--- src/rtl/nand_bridge_pkg.sv ---
package nand_bridge_pkg;
  typedef enum logic [2:0] {
    MODE_CMD  = 3'd0,
    MODE_ADDR = 3'd1,
    MODE_READ = 3'd2,
    MODE_DATA = 3'd3
  } mode_e;

  typedef struct packed {
    logic loadCtrl;
    logic loadSel;
    logic weLow;
    logic reLow;
    logic drive;
    logic capture;
    logic ack;
  } strobe_t;
endpackage

--- src/rtl/nand_bridge_ctrl.sv ---
module nand_bridge_ctrl
  import nand_bridge_pkg::*;
#(
  parameter int LOW_CYC  = 3,
  parameter int HIGH_CYC = 2
) (
  input  logic       clk,
  input  logic       rstN,
  input  logic       busReq,
  input  logic       busWr,
  input  logic       busAddr,
  input  logic [2:0] reqMode,
  input  logic       armed,
  output strobe_t    st
);
  localparam int MAXC = (LOW_CYC > HIGH_CYC) ? LOW_CYC : HIGH_CYC;
  localparam int CW   = $clog2(MAXC + 1);
  localparam logic [CW-1:0] LOW_LAST  = CW'(LOW_CYC - 1);
  localparam logic [CW-1:0] HIGH_LAST = CW'(HIGH_CYC - 1);

  typedef enum logic [2:0] {
    S_IDLE, S_WLOW, S_WHIGH, S_RLOW, S_RHIGH, S_DONE
  } state_e;

  state_e state, nextState;
  logic [CW-1:0] cnt;
  logic strobedMode;

  assign strobedMode = (reqMode == MODE_CMD) || (reqMode == MODE_ADDR) ||
                       (reqMode == MODE_DATA);

  always_comb begin
    st        = '0;
    nextState = state;
    unique case (state)
      S_IDLE: if (busReq) begin
        st.loadSel = 1'b1;
        if (busWr && !busAddr) begin
          st.loadCtrl = 1'b1;
          nextState   = strobedMode ? S_WLOW : S_DONE;
        end else if (!busWr && busAddr && armed) begin
          nextState = S_RLOW;
        end else begin
          nextState = S_DONE;
        end
      end
      S_WLOW: begin
        st.weLow = 1'b1;
        st.drive = 1'b1;
        if (cnt == LOW_LAST) nextState = S_WHIGH;
      end
      S_WHIGH: begin
        st.drive = 1'b1;
        if (cnt == HIGH_LAST) nextState = S_DONE;
      end
      S_RLOW: begin
        st.reLow = 1'b1;
        if (cnt == LOW_LAST) begin
          st.capture = 1'b1;
          nextState  = S_RHIGH;
        end
      end
      S_RHIGH: if (cnt == HIGH_LAST) nextState = S_DONE;
      S_DONE: begin
        st.ack    = 1'b1;
        nextState = S_IDLE;
      end
      default: nextState = S_IDLE;
    endcase
  end

  always_ff @(posedge clk or negedge rstN) begin
    if (!rstN) begin
      state <= S_IDLE;
      cnt   <= '0;
    end else begin
      state <= nextState;
      cnt   <= (nextState != state) ? '0 : cnt + 1'b1;
    end
  end

  AST_BAD_MODE_NO_STROBE: assert property (@(posedge clk) disable iff (!rstN)
    (state == S_IDLE && busReq && busWr && !busAddr && reqMode[2]) |=> (state == S_DONE));
  AST_ACK_PULSE: assert property (@(posedge clk) disable iff (!rstN)
    st.ack |=> !st.ack);
  AST_ONE_STROBE: assert property (@(posedge clk) disable iff (!rstN)
    $rose(st.weLow) |=> (state == S_WLOW || state == S_WHIGH));
endmodule

--- src/rtl/nand_bridge_dp.sv ---
module nand_bridge_dp
  import nand_bridge_pkg::*;
#(
  parameter int LOW_CYC = 3
) (
  input  logic        clk,
  input  logic        rstN,
  input  strobe_t     st,
  input  logic        busAddr,
  input  logic        ctrlEn,
  input  logic [2:0]  ctrlMode,
  input  logic [7:0]  ctrlByte,
  output logic        armed,
  output logic [31:0] busRdata,
  output logic        busAck,
  output logic        nandCeN,
  output logic        nandCle,
  output logic        nandAle,
  output logic        nandWeN,
  output logic        nandReN,
  output logic [7:0]  nandIoOut,
  output logic        nandIoOe,
  input  logic [7:0]  nandIoIn,
  input  logic        nandRbN
);
  logic       enReg, selData, busy;
  logic [2:0] modeReg;
  logic [7:0] byteReg, rdByte;
  logic [1:0] rbSync;

  always_ff @(posedge clk or negedge rstN) begin
    if (!rstN) begin
      enReg   <= 1'b0;
      modeReg <= MODE_CMD;
      byteReg <= '0;
      selData <= 1'b0;
      rdByte  <= '0;
      rbSync  <= 2'b11;
    end else begin
      rbSync <= {rbSync[0], nandRbN};
      if (st.loadCtrl) begin
        enReg   <= ctrlEn;
        modeReg <= ctrlMode;
        byteReg <= ctrlByte;
      end
      if (st.loadSel) begin
        selData <= busAddr;
        rdByte  <= '0;
      end else if (st.capture) begin
        rdByte <= nandIoIn;
      end
    end
  end

  assign busy      = ~rbSync[1];
  assign armed     = (modeReg == MODE_READ);
  assign nandCeN   = ~enReg;
  assign nandCle   = st.drive && (modeReg == MODE_CMD);
  assign nandAle   = st.drive && (modeReg == MODE_ADDR);
  assign nandWeN   = ~st.weLow;
  assign nandReN   = ~st.reLow;
  assign nandIoOe  = st.drive;
  assign nandIoOut = st.drive ? byteReg : 8'h00;
  assign busAck    = st.ack;
  assign busRdata  = !st.ack ? 32'h0 :
                     selData ? {8'h00, rdByte, 16'h0000} :
                               {enReg, modeReg, 12'h000, busy, 15'h0000};

  // checker counters for pulse widths
  logic [7:0] weLowCnt, reLowCnt;
  always_ff @(posedge clk or negedge rstN) begin
    if (!rstN) begin
      weLowCnt <= '0;
      reLowCnt <= '0;
    end else begin
      weLowCnt <= nandWeN ? 8'd0 : ((weLowCnt == 8'hFF) ? weLowCnt : weLowCnt + 8'd1);
      reLowCnt <= nandReN ? 8'd0 : ((reLowCnt == 8'hFF) ? reLowCnt : reLowCnt + 8'd1);
    end
  end

  AST_WE_LOW_MIN: assert property (@(posedge clk) disable iff (!rstN)
    $rose(nandWeN) |-> (weLowCnt >= 8'(LOW_CYC)));
  AST_RE_LOW_MIN: assert property (@(posedge clk) disable iff (!rstN)
    $rose(nandReN) |-> (reLowCnt >= 8'(LOW_CYC)));
  AST_WE_HOLD: assert property (@(posedge clk) disable iff (!rstN)
    $rose(nandWeN) |-> ($stable(nandCle) && $stable(nandAle) && $stable(nandIoOut) && nandIoOe));
  AST_NO_CROSS_STROBE: assert property (@(posedge clk) disable iff (!rstN)
    !nandReN |-> (!nandIoOe && armed));
endmodule

--- src/rtl/nand_reg_bridge.sv ---
module nand_reg_bridge
  import nand_bridge_pkg::*;
#(
  parameter int LOW_CYC  = 3,
  parameter int HIGH_CYC = 2
) (
  input  logic        clk,
  input  logic        rstN,
  input  logic        busReq,
  input  logic        busWr,
  input  logic        busAddr,
  input  logic [31:0] busWdata,
  output logic [31:0] busRdata,
  output logic        busAck,
  output logic        nandCeN,
  output logic        nandCle,
  output logic        nandAle,
  output logic        nandWeN,
  output logic        nandReN,
  output logic [7:0]  nandIoOut,
  output logic        nandIoOe,
  input  logic [7:0]  nandIoIn,
  input  logic        nandRbN
);
  strobe_t st;
  logic    armed;

  nand_bridge_ctrl #(.LOW_CYC(LOW_CYC), .HIGH_CYC(HIGH_CYC)) uCtrl (
    .clk(clk), .rstN(rstN), .busReq(busReq), .busWr(busWr), .busAddr(busAddr),
    .reqMode(busWdata[30:28]), .armed(armed), .st(st)
  );

  nand_bridge_dp #(.LOW_CYC(LOW_CYC)) uDp (
    .clk(clk), .rstN(rstN), .st(st), .busAddr(busAddr),
    .ctrlEn(busWdata[31]), .ctrlMode(busWdata[30:28]), .ctrlByte(busWdata[23:16]),
    .armed(armed), .busRdata(busRdata), .busAck(busAck),
    .nandCeN(nandCeN), .nandCle(nandCle), .nandAle(nandAle),
    .nandWeN(nandWeN), .nandReN(nandReN), .nandIoOut(nandIoOut),
    .nandIoOe(nandIoOe), .nandIoIn(nandIoIn), .nandRbN(nandRbN)
  );
endmodule

--- config.mk ---
export PLATFORM = sky130hd
export DESIGN_NAME = nand_reg_bridge
export DESIGN_NICKNAME = d
export VERILOG_FILES = /design/src/rtl/nand_bridge_pkg.sv /design/src/rtl/nand_bridge_ctrl.sv /design/src/rtl/nand_bridge_dp.sv /design/src/rtl/nand_reg_bridge.sv
export SDC_FILE = /design/constraint.sdc
export NUM_CORES = 1
export LEC_CHECK = 0
export BUFFER_PORTS_ARGS = -buffer_cell sky130_fd_sc_hd__buf_2
export CORE_AREA = 2 2 66 81
export DETAILED_ROUTE_END_ITERATION = 16
export DIE_AREA = 0 0 68 83
export GPL_TIMING_DRIVEN = 0
export PLACE_DENSITY = 0.6
export SYNTH_ARGS = -nofsm -noshare
export SYNTH_HDL_FRONTEND = slang
export SYNTH_SLANG_ARGS = --single-unit
--- constraint.sdc ---
create_clock -name clk -period 3.3 [get_ports clk]
set_clock_uncertainty 0.15 [all_clocks]
set_input_delay 0.33 -clock clk [delete_from_list [all_inputs] [get_ports clk]]
set_output_delay 0.33 -clock clk [all_outputs]
set_load 0.02 [all_outputs]
==> flow_summary.yaml, run 1 <==
synth:
  avgSynthCellArea_um2: 9.75
  yosys.cell_types.count: 34
  synth-edff-count: 0
  synth_cells: 166
  synth_area_um2: 1620
  async_flop_share_pct: 100
  ys_seq_area_share_pct: 43.5
  synth-warning-count: 0
  synthFlopType: "dfrtp_1"
  ys_seq_elements: 28
finish:
  stdcell_count: 303
  layout_commonest_cell: "buf_2"
  fin_util_pct: 43.8
  final_cell_mix: "buf_2, dfrtp_1, nand2_1"
  fin_area_um2: 2120
  drive_gt1_share_pct: 38.7
  diodes: 0
  fin_nets: 292
  syn_to_final_growth_pct: 30.9
timing:
  setup_viol: 0
  period_share_pct: 72.5
  layout_setup_ws_ns: 0.908
  max_slew.worst_pin.slew_ns: 0.628
  setup_tns_ns: 0
  rsz0062_at_grt: "false"
  whs_ns: 0.0921
  finalMaxSlewViolations: 0
  relSlewSlack_pct: 58.1
  hold_viol_final: 0
  max_freq_mhz: 418
  period_needed_ns: 2.39
setup_path:
  startpoint_type: "flip-flop"
  critPathMaxFanout: 10
  crit_path_cell_trace: "clkbuf_1, xnor2_1, nor2_1, clkbuf_1, nand2_1, nor2_1, buf_2"
  crit_arrival_ns: 1.91
  max_stage_delay_ns: 0.38
  crit_path_end_kind: "primary output"
  worstPathRequired_ns: 2.82
  path_class: "flip-flop to primary output"
  crit_slowest_cell: "dfrtp_1"
routing:
  drt_iter0_markers: 34
  vias: 1277
  viasPerCell: 4.21
  drt-pass1-iter-count: 4
  wl_um: 3260
  route.detailed.drc: 0
  ant_nets: 0
  wire_per_inst_um: 10.7
clock_tree:
  cts_buffers: 3
  clockBufferDepth: 2
  htreeDepth: 1
  insertion_delay_ns: 0.27
  path_clk_slew_ns: 0.10
  cts_tree: "done"
  clkSinkCount: 28
  cts_setup_buffers: 0
  root_buffer: "clkbuf_8"
outcome:
  outcome: "completed"
die:
  die_y_um: 83
  start_util_pct: 33.5
  die-area_um2: 5640
  num_rows: 28
  ioPinCount: 93
  coreArea_um2: 4830
  die_w_um: 68
placement:
  placed_cells: 297
  place_ws_ns: 1.21
  port_buffers: 53
  place_congestion: 0.734
  place_area_um2: 2030
  hpwl_um: 2500
power:
  peakVddDrop_uv: 416
  power_density_nw_per_um2: 758
  total_power_mw: 1.60
  p_leak_nw: 1.21
job:
  drv_cap: 0
global_routing:
  grt_pass1_vias: 1299
  antenna_found_initial: 0
  grt_pass1_wl_um: 5550
  grt_overflow: 0
  track_usage_pct: 12.4
  grt_max_degree: 29
min_path:
  min_path_type: "primary input to flip-flop"
-- Yosys cell counts, drive strengths merged (4+ instances only) --
library cell | n | area share (%)
and2 | 19 | 7.3
nor3 | 4 | 1.2
mux2 | 12 | 11
buf | 20 | 9.5
clkbuf | 6 | 1.4
o21ai | 4 | 1.2
dfrtp | 26 | 40
nand2 | 24 | 5.6
nor2b | 4 | 1.5
inv | 6 | 1.4
nand3 | 9 | 2.8
nor2 | 6 | 1.4
-- flip-flops by register name, summed over array words and instances (netlist names) --
signal,cells
uDp.byteReg,8
uDp.rdByte,8
uCtrl.state,3
uDp.modeReg,3
uCtrl.cnt,2
uDp.rbSync,2
uDp.enReg,1
uDp.selData,1
-- power breakdown --
| part | switching [mW] | total [mW] | internal (mW) |
|---|---|---|---|
| sequential | 0.0853 | 0.564 | 0.479 |
| clock | 0.109 | 0.271 | 0.162 |
| combinational | 0.429 | 0.769 | 0.340 |
-- routing by layer --
metal  vias up  GRT usage (%)  share of wire [%]
met4         0           4.00               0.52
met2        55           19.5                 45
met5         -              0                  0
li1        660              -                  -
met1       560           15.8                 45
met3         2           3.79                9.5
-- critical path: cells and delay by family (launching register included) --
family | cells | cell delay, ns
buffers and inverters | 3 | 0.82
XOR/XNOR | 1 | 0.12
AND/OR/NAND/NOR | 3 | 0.33
flip-flops | 1 | 0.38
-- final timing paths --
check,startpoint,end,slack (ns),cells after the start
worst max register to register,uCtrl.state[2],uDp.byteReg[4],1.38,5
max in group asynchronous,rstN,uDp.rdByte[4],2.14,2
worst max-delay path,uCtrl.state[1],nandCle,0.91,7
min in group asynchronous,rstN,uDp.byteReg[2],0.45,2
worst min-delay path,nandIoIn[2],uDp.rdByte[2],0.09,3
worst min register to register,uDp.rbSync[0],uDp.rbSync[1],0.21,0
-- kinds of logic after synthesis --
logic type	count (synthesis)	synth area share (%)
AOI/OAI and AO/OA	12	4.72
xor gates and xnor gates	1	0.541
adders and majority gates	2	1.55
buffers and inverters	32	12.3
DFF	28	43.5
muxes	13	11.3
other	1	0.232
and+or+nand+nor	77	25.9
-- what timing repair did --
action / in CTS / in global routing
hold buffers: 2 / 0
hold endpoints to repair: 27 / 0
resized for setup: 0 / 0
-- final cells by class --
class	count	area [um2]
repair buffers	55	285
flip-flops and latches	28	703
fillers	474	2720
inverters	6	22.5
well taps	60	75.1
clock buffers	3	41.3
multi-input cells	124	783
clock inverters	1	30.0
plain buffers	26	176
Power figures use the tool's default switching activity.
==> inputs of run 2 (changes only) <==
--- a/config.mk
+++ b/config.mk
@@ -5,10 +5,11 @@
 export SDC_FILE = /design/constraint.sdc
 export NUM_CORES = 1
 export LEC_CHECK = 0
+export ABC_AREA = 1
 export BUFFER_PORTS_ARGS = -buffer_cell sky130_fd_sc_hd__buf_2
-export CORE_AREA = 2 2 66 81
+export CORE_AREA = 2 2 66 80
 export DETAILED_ROUTE_END_ITERATION = 16
-export DIE_AREA = 0 0 68 83
+export DIE_AREA = 0 0 68 82
 export GPL_TIMING_DRIVEN = 0
 export PLACE_DENSITY = 0.6
 export SYNTH_ARGS = -nofsm -noshare
==> constraint.sdc (replaced) <==
create_clock -name clk -period 2.27 [get_ports clk]
set_clock_uncertainty 0.15 [all_clocks]
set_input_delay 0.227 -clock clk [delete_from_list [all_inputs] [get_ports clk]]
set_output_delay 0.227 -clock clk [all_outputs]
set_load 0.02 [all_outputs]
==> run 2 against run 1 <==
  * First-iteration DRC count rose by 12%
  * Via count is 9.9% higher
  * Combinational power rose by 53%
  * Sequential power grew 36%
  * Hold slack got worse by 0.086 ns
  * Count of clock-buffer cells in the layout grew 1
  * Synthesized cell count up 20%
==> flow_summary.yaml, run 2 <==
finish:
  final_cell_mix: "buf_2, inv_1, nand2_1, nor2_1, dfrtp_1"
  drive_gt1_share_pct: 36.2
  fin_area_um2: 2120
  fillers: 495
  syn_to_final_growth_pct: 34.0
  diodes: 0
  top_regs: "uDp.byteReg x8, uDp.rdByte x8"
  fin_util_pct: 43.9
  layout_commonest_cell: "buf_2"
  fin_nets: 331
die:
  coreArea_um2: 4830
  ioPinCount: 93
  num_rows: 28
  die_w_um: 68
  start_util_pct: 32.7
  die-area_um2: 5580
  die_y_um: 82
global_routing:
  track_usage_pct: 13.3
  grt_overflow: 0
  grt_pass1_wl_um: 5600
  grt_max_degree: 29
  grt_pass1_vias: 1242
  antenna_found_initial: 0
routing:
  route.detailed.drc: 0
  viasPerCell: 4.11
  wire_per_inst_um: 10.1
  vias: 1404
  ant_nets: 0
  drt-pass1-iter-count: 4
  drt_iter0_markers: 38
  wl_um: 3450
clock_tree:
  path_clk_slew_ns: 0.09
  root_buffer: "clkbuf_8"
  clockBufferDepth: 2
  insertion_delay_ns: 0.27
  cts_buffers: 3
  htreeDepth: 1
  cts_tree: "done"
  cts_setup_buffers: 0
  clkSinkCount: 28
synth:
  synth-edff-count: 0
  synth_top_cell_by_area: "dfrtp_1"
  synthFlopType: "dfrtp_1"
  synth_commonest_cells: "inv_1, nand2_1, nor2_1"
  synth_area_um2: 1580
  synth-warning-count: 0
  synth_cells: 200
  yosysMostFrequentCell: "inv_1"
  avgSynthCellArea_um2: 7.91
  ys_seq_elements: 28
  netlist_top_cells_area: "dfrtp_1, buf_4, inv_1"
  synth_top_area_share_pct: 41.1
  async_flop_share_pct: 100
  ys_seq_area_share_pct: 44.4
  yosys.cell_types.count: 25
power:
  power_density_nw_per_um2: 1070
  switching_share_pct: 45.3
  seq_power_share_pct: 34.0
  peakVddDrop_uv: 429
  clockPowerShare_pct: 13.7
  internal-power_mw: 1.24
  p_switching_mw: 1.02
  p_leak_nw: 1.17
  comb_power_share_pct: 52.3
timing:
  period_share_pct: 90.5
  finalMaxSlewViolations: 0
  max_freq_mhz: 487
  max_slew.worst_pin.slew_ns: 0.641
  setup_viol: 0
  period_needed_ns: 2.05
  hold_viol_final: 0
  layout_setup_ws_ns: 0.216
  whs_ns: 0.00638
  relSlewSlack_pct: 57.2
  rsz0062_at_grt: "false"
  setup_tns_ns: 0
setup_path:
  path_class: "flip-flop to primary output"
  crit_path_end_kind: "primary output"
  crit_arrival_ns: 1.68
  worstPathRequired_ns: 1.89
  max_stage_delay_ns: 0.45
  crit_family: "buffers and inverters"
  critPathMaxFanout: 10
  crit_path_cell_trace: "inv_4, nand3_1, inv_1, a21oi_1, buf_2, nor2_1, buf_2"
  path_buf_inv: 4
  crit_slowest_cell: "dfrtp_1"
  startpoint_type: "flip-flop"
  cp_common_cell: "buf_2"
outcome:
  outcome: "completed"
placement:
  place_congestion: 0.725
  hpwl_um: 2600
  place_area_um2: 1990
  port_buffers: 53
  place_ws_ns: 0.411
min_path:
  min_path_type: "primary input to flip-flop"
job:
  drv_cap: 0
==> run 2: cell types whose count changed in the layout (fill, tap and decap cells not counted), sizes merged, moves of 3 or more <==
cell,delta
nand3,+4
mux2,-12
o21ai,+18
nor2b,-4
and2,-19
nor2,+26
clkbuf,-5
and3,-3
dlygate4sd3,+5
inv,+29
buf,+4
nand2,+11
==> run 2: power by group through the flow <==
| stage | clock network, mW | registers (mW) | logic [mW] |
|---|---|---|---|
| 3_5_place_dp | 0 | 0.781 | 1.19 |
| 4_1_cts | 0.323 | 0.770 | 1.20 |
| 6_report | 0.310 | 0.768 | 1.18 |
| 5_1_grt | 0.354 | 0.797 | 1.35 |
| 2_1_floorplan | 0 | 0.759 | 0.867 |
| 3_3_place_gp | 0 | 0.777 | 1.17 |
==> run 2: routing by layer <==
metal / GRT usage [%] / up-vias / wire length [um]
met5: 0 / - / 0
met4: 4.80 / 0 / 46
met3: 2.74 / 5 / 216
met2: 21.5 / 47 / 1620
met1: 17.3 / 618 / 1570
li1: - / 734 / -
==> run 2: stage by stage <==
step                      cells  power [mW]
final                       342        2.26
after global placement      331        1.95
after detailed placement    331        1.97
after CTS                   342        2.29
after global routing        342        2.50
after floorplan             218        1.63
==> run 2: what timing repair did <==
item / 4_1_cts / 5_1_grt
setup endpoints to repair: 0 / 12
gates resized for setup: 0 / 1
endpoints found under the hold margin: 32 / 0
hold buffers: 7 / 0
==> run 2: logic make-up after synthesis <==
group	synth area share (%)
flops	44.4
compound gates	9.64
buf+inv	19.8
simple gates	24.3
other cells	0.237
fa+ha+maj	1.58
==> run 2: cell type report <==
cell class                      count  area [um2]  area share, %
Multi-Input combinational cell    131         638           30.1
Tap cell                           60        75.1           3.54
Sequential cell                    28         703           33.2
Inverter                           35         134           6.31
Timing Repair Buffer               60         335           15.8
Clock buffer                        4        55.1           2.60
Buffer                             24         180           8.50
==> run 2: worst min-delay path, delay by kind of cell <==
family	cells	cell delay, ns
AOI/OAI and AO/OA	1	0.06
buffers and inverters	1	0.07
and+or+nand+nor	1	0.04
==> run 2: final timing paths <==
kind,slack (ns),end,cells after the start,startpoint
max,0.22,nandIoOut[3],7,uCtrl.state[2]
min,0.006,uDp.byteReg[0],3,busWdata[16]
max reg2reg,0.61,uDp.modeReg[0],7,uCtrl.state[2]
min reg2reg,0.21,uDp.rbSync[1],0,uDp.rbSync[0]
max in group asynchronous,1.21,uDp.byteReg[4],2,rstN
min in group asynchronous,0.35,uCtrl.state[0],2,rstN
==> inputs of run 3 (changes only) <==
--- a/config.mk
+++ b/config.mk
@@ -7,11 +7,12 @@
 export LEC_CHECK = 0
 export ABC_AREA = 1
 export BUFFER_PORTS_ARGS = -buffer_cell sky130_fd_sc_hd__buf_2
-export CORE_AREA = 2 2 66 80
+export CORE_AREA = 5 5 69 83
 export DETAILED_ROUTE_END_ITERATION = 16
-export DIE_AREA = 0 0 68 82
+export DIE_AREA = 0 0 74 88
 export GPL_TIMING_DRIVEN = 0
 export PLACE_DENSITY = 0.6
+export SETUP_SLACK_MARGIN = 0.4
 export SYNTH_ARGS = -nofsm -noshare
 export SYNTH_HDL_FRONTEND = slang
 export SYNTH_SLANG_ARGS = --single-unit
==> run 3 against run 2 <==
  * Utilization grew 8.7 points
  * Via count grew 8.7%
  * First-iteration DRC count increased by 89%
  * Non-clock buffer count up 18
  * Flip-flop and latch count unchanged
  * Critical endpoint is now busRdata[18]
  * Largest cell class is now multi-input combinational cells
  * Largest power group unchanged
  * Highest routed layer unchanged
==> flow_summary.yaml, run 3 (synthesized netlist as in run 2, its figures left out) <==
outcome:
  outcome: "completed"
timing:
  relSlewSlack_pct: 57.2
  max_slew.worst_pin.slew_ns: 0.642
  max_freq_mhz: 524
  period_share_pct: 84.1
  finalMaxSlewViolations: 0
  rsz0062_at_grt: "true"
  setup_viol: 0
  whs_ns: 0.0272
  setup_tns_ns: 0
  period_needed_ns: 1.91
  hold_viol_final: 0
global_routing:
  grt_pass1_wl_um: 6730
  antenna_found_initial: 0
  grt_overflow: 0
  grt_pass1_vias: 1483
  grt_max_degree: 29
  track_usage_pct: 13.3
die:
  die-area_um2: 6510
  die_y_um: 88
  ioPinCount: 93
  num_rows: 28
  coreArea_um2: 4870
  start_util_pct: 32.5
  die_w_um: 74
clock_tree:
  insertion_delay_ns: 0.28
  clkSinkCount: 28
  cts_tree: "done"
  htreeDepth: 1
  root_buffer: "clkbuf_8"
  cts_buffers: 3
  clockBufferDepth: 2
  path_clk_slew_ns: 0.10
setup_path:
  critPathMaxFanout: 8
  reg2reg_slack_ns: 0.43
  critical_path.startpoint: "uCtrl.state[1]"
  startpoint_type: "flip-flop"
  path_class: "flip-flop to primary output"
  reg2reg_to: "uDp.enReg"
  worstPathRequired_ns: 1.89
  crit_path_end_kind: "primary output"
  reg2reg_from: "uCtrl.state[0]"
  crit_path_end: "busRdata[18]"
  crit_arrival_ns: 1.53
  ff2ff_path_depth: 10
finish:
  drive_gt1_share_pct: 48.7
  final_cell_mix: "buf_4, buf_2, inv_1, nand2_1, dfrtp_1"
  top_regs: "uDp.byteReg x8, uDp.rdByte x8"
  diodes: 0
  fin_area_um2: 2560
  syn_to_final_growth_pct: 61.6
  layout_commonest_cell: "buf_4"
  fin_nets: 349
power:
  power_density_nw_per_um2: 1130
  total_power_mw: 2.88
  p_leak_nw: 1.30
  peakVddDrop_uv: 614
routing:
  route.detailed.drc: 0
  viasPerCell: 4.24
  wire_per_inst_um: 11.6
  ant_nets: 0
  drt_iter0_markers: 72
  vias: 1526
  drt-pass1-iter-count: 4
  wl_um: 4180
placement:
  place_area_um2: 2010
  port_buffers: 53
  hpwl_um: 2910
  place_congestion: 0.783
min_path:
  min_path_type: "primary input to flip-flop"
  min-delay-start: "busWdata[28]"
job:
  drv_cap: 0
run 3: cell types whose count changed in the layout (fill, tap and decap cells not counted), moves of 3 or more:
cell           delta
dlygate4sd3_1     +4
inv_2             +3
nor2_1           -17
nor2_4           +10
nand2_1           -3
buf_2            -23
buf_4            +20
inv_1             -4
nor2_2            +7
buf_6            +16
run 3: metal layers:
metal	track usage, %	part of all wire [%]
met5	0	0
met3	2.07	6.1
met2	22.0	50
met1	17.7	43
met4	3.95	0.91
run 3: worst max-delay path, stage by stage (launching register included):
cell,delay [ns]
dfrtp_2,0.47
nor3_4,0.34
nand2_4,0.18
nor2_2,0.12
buf_4,0.14
run 3: area by class of cell:
class / count / area (um2)
Fill cell: 468 / 2310
Timing Repair Buffer: 78 / 593
Buffer: 24 / 193
Tap cell: 60 / 75.1
Multi-Input combinational cell: 131 / 800
Sequential cell: 28 / 706
Inverter: 35 / 136
Clock buffer: 4 / 55.1
run 3: timing repair:
action,CTS,global route
pin swaps,1,5
gates cloned,1,1
resized for setup,34,56
buffers inserted,7,5
hold buffers,11,0
hold endpoints to repair,36,0
endpoints found under the setup margin,23,28
run 3: stage by stage:
stage	std cells	setup WS, ns	util [%]
floorplan	218	0.437	-
global placement	331	0.452	41.2
detailed placement	331	0.435	41.2
CTS	354	0.349	48.0
global route	360	0.277	52.5
finish	360	0.360	52.5
run 3: power breakdown:
group          switching [mW]  internal (mW)
clock                   0.162          0.156
combinational            1.02          0.742
sequential              0.125          0.680
run 3: worst min-delay path by stage:
stage	to	slack [ns]	cells past startpoint
2_1_floorplan	uCtrl.cnt[0]	-0.22	0
3_3_place_gp	uCtrl.state[2]	0.14	1
3_5_place_dp	uCtrl.state[0]	0.14	1
4_1_cts	uDp.modeReg[0]	0.01	3
5_1_grt	uDp.rdByte[1]	0.03	3
6_report	uDp.modeReg[0]	0.03	3
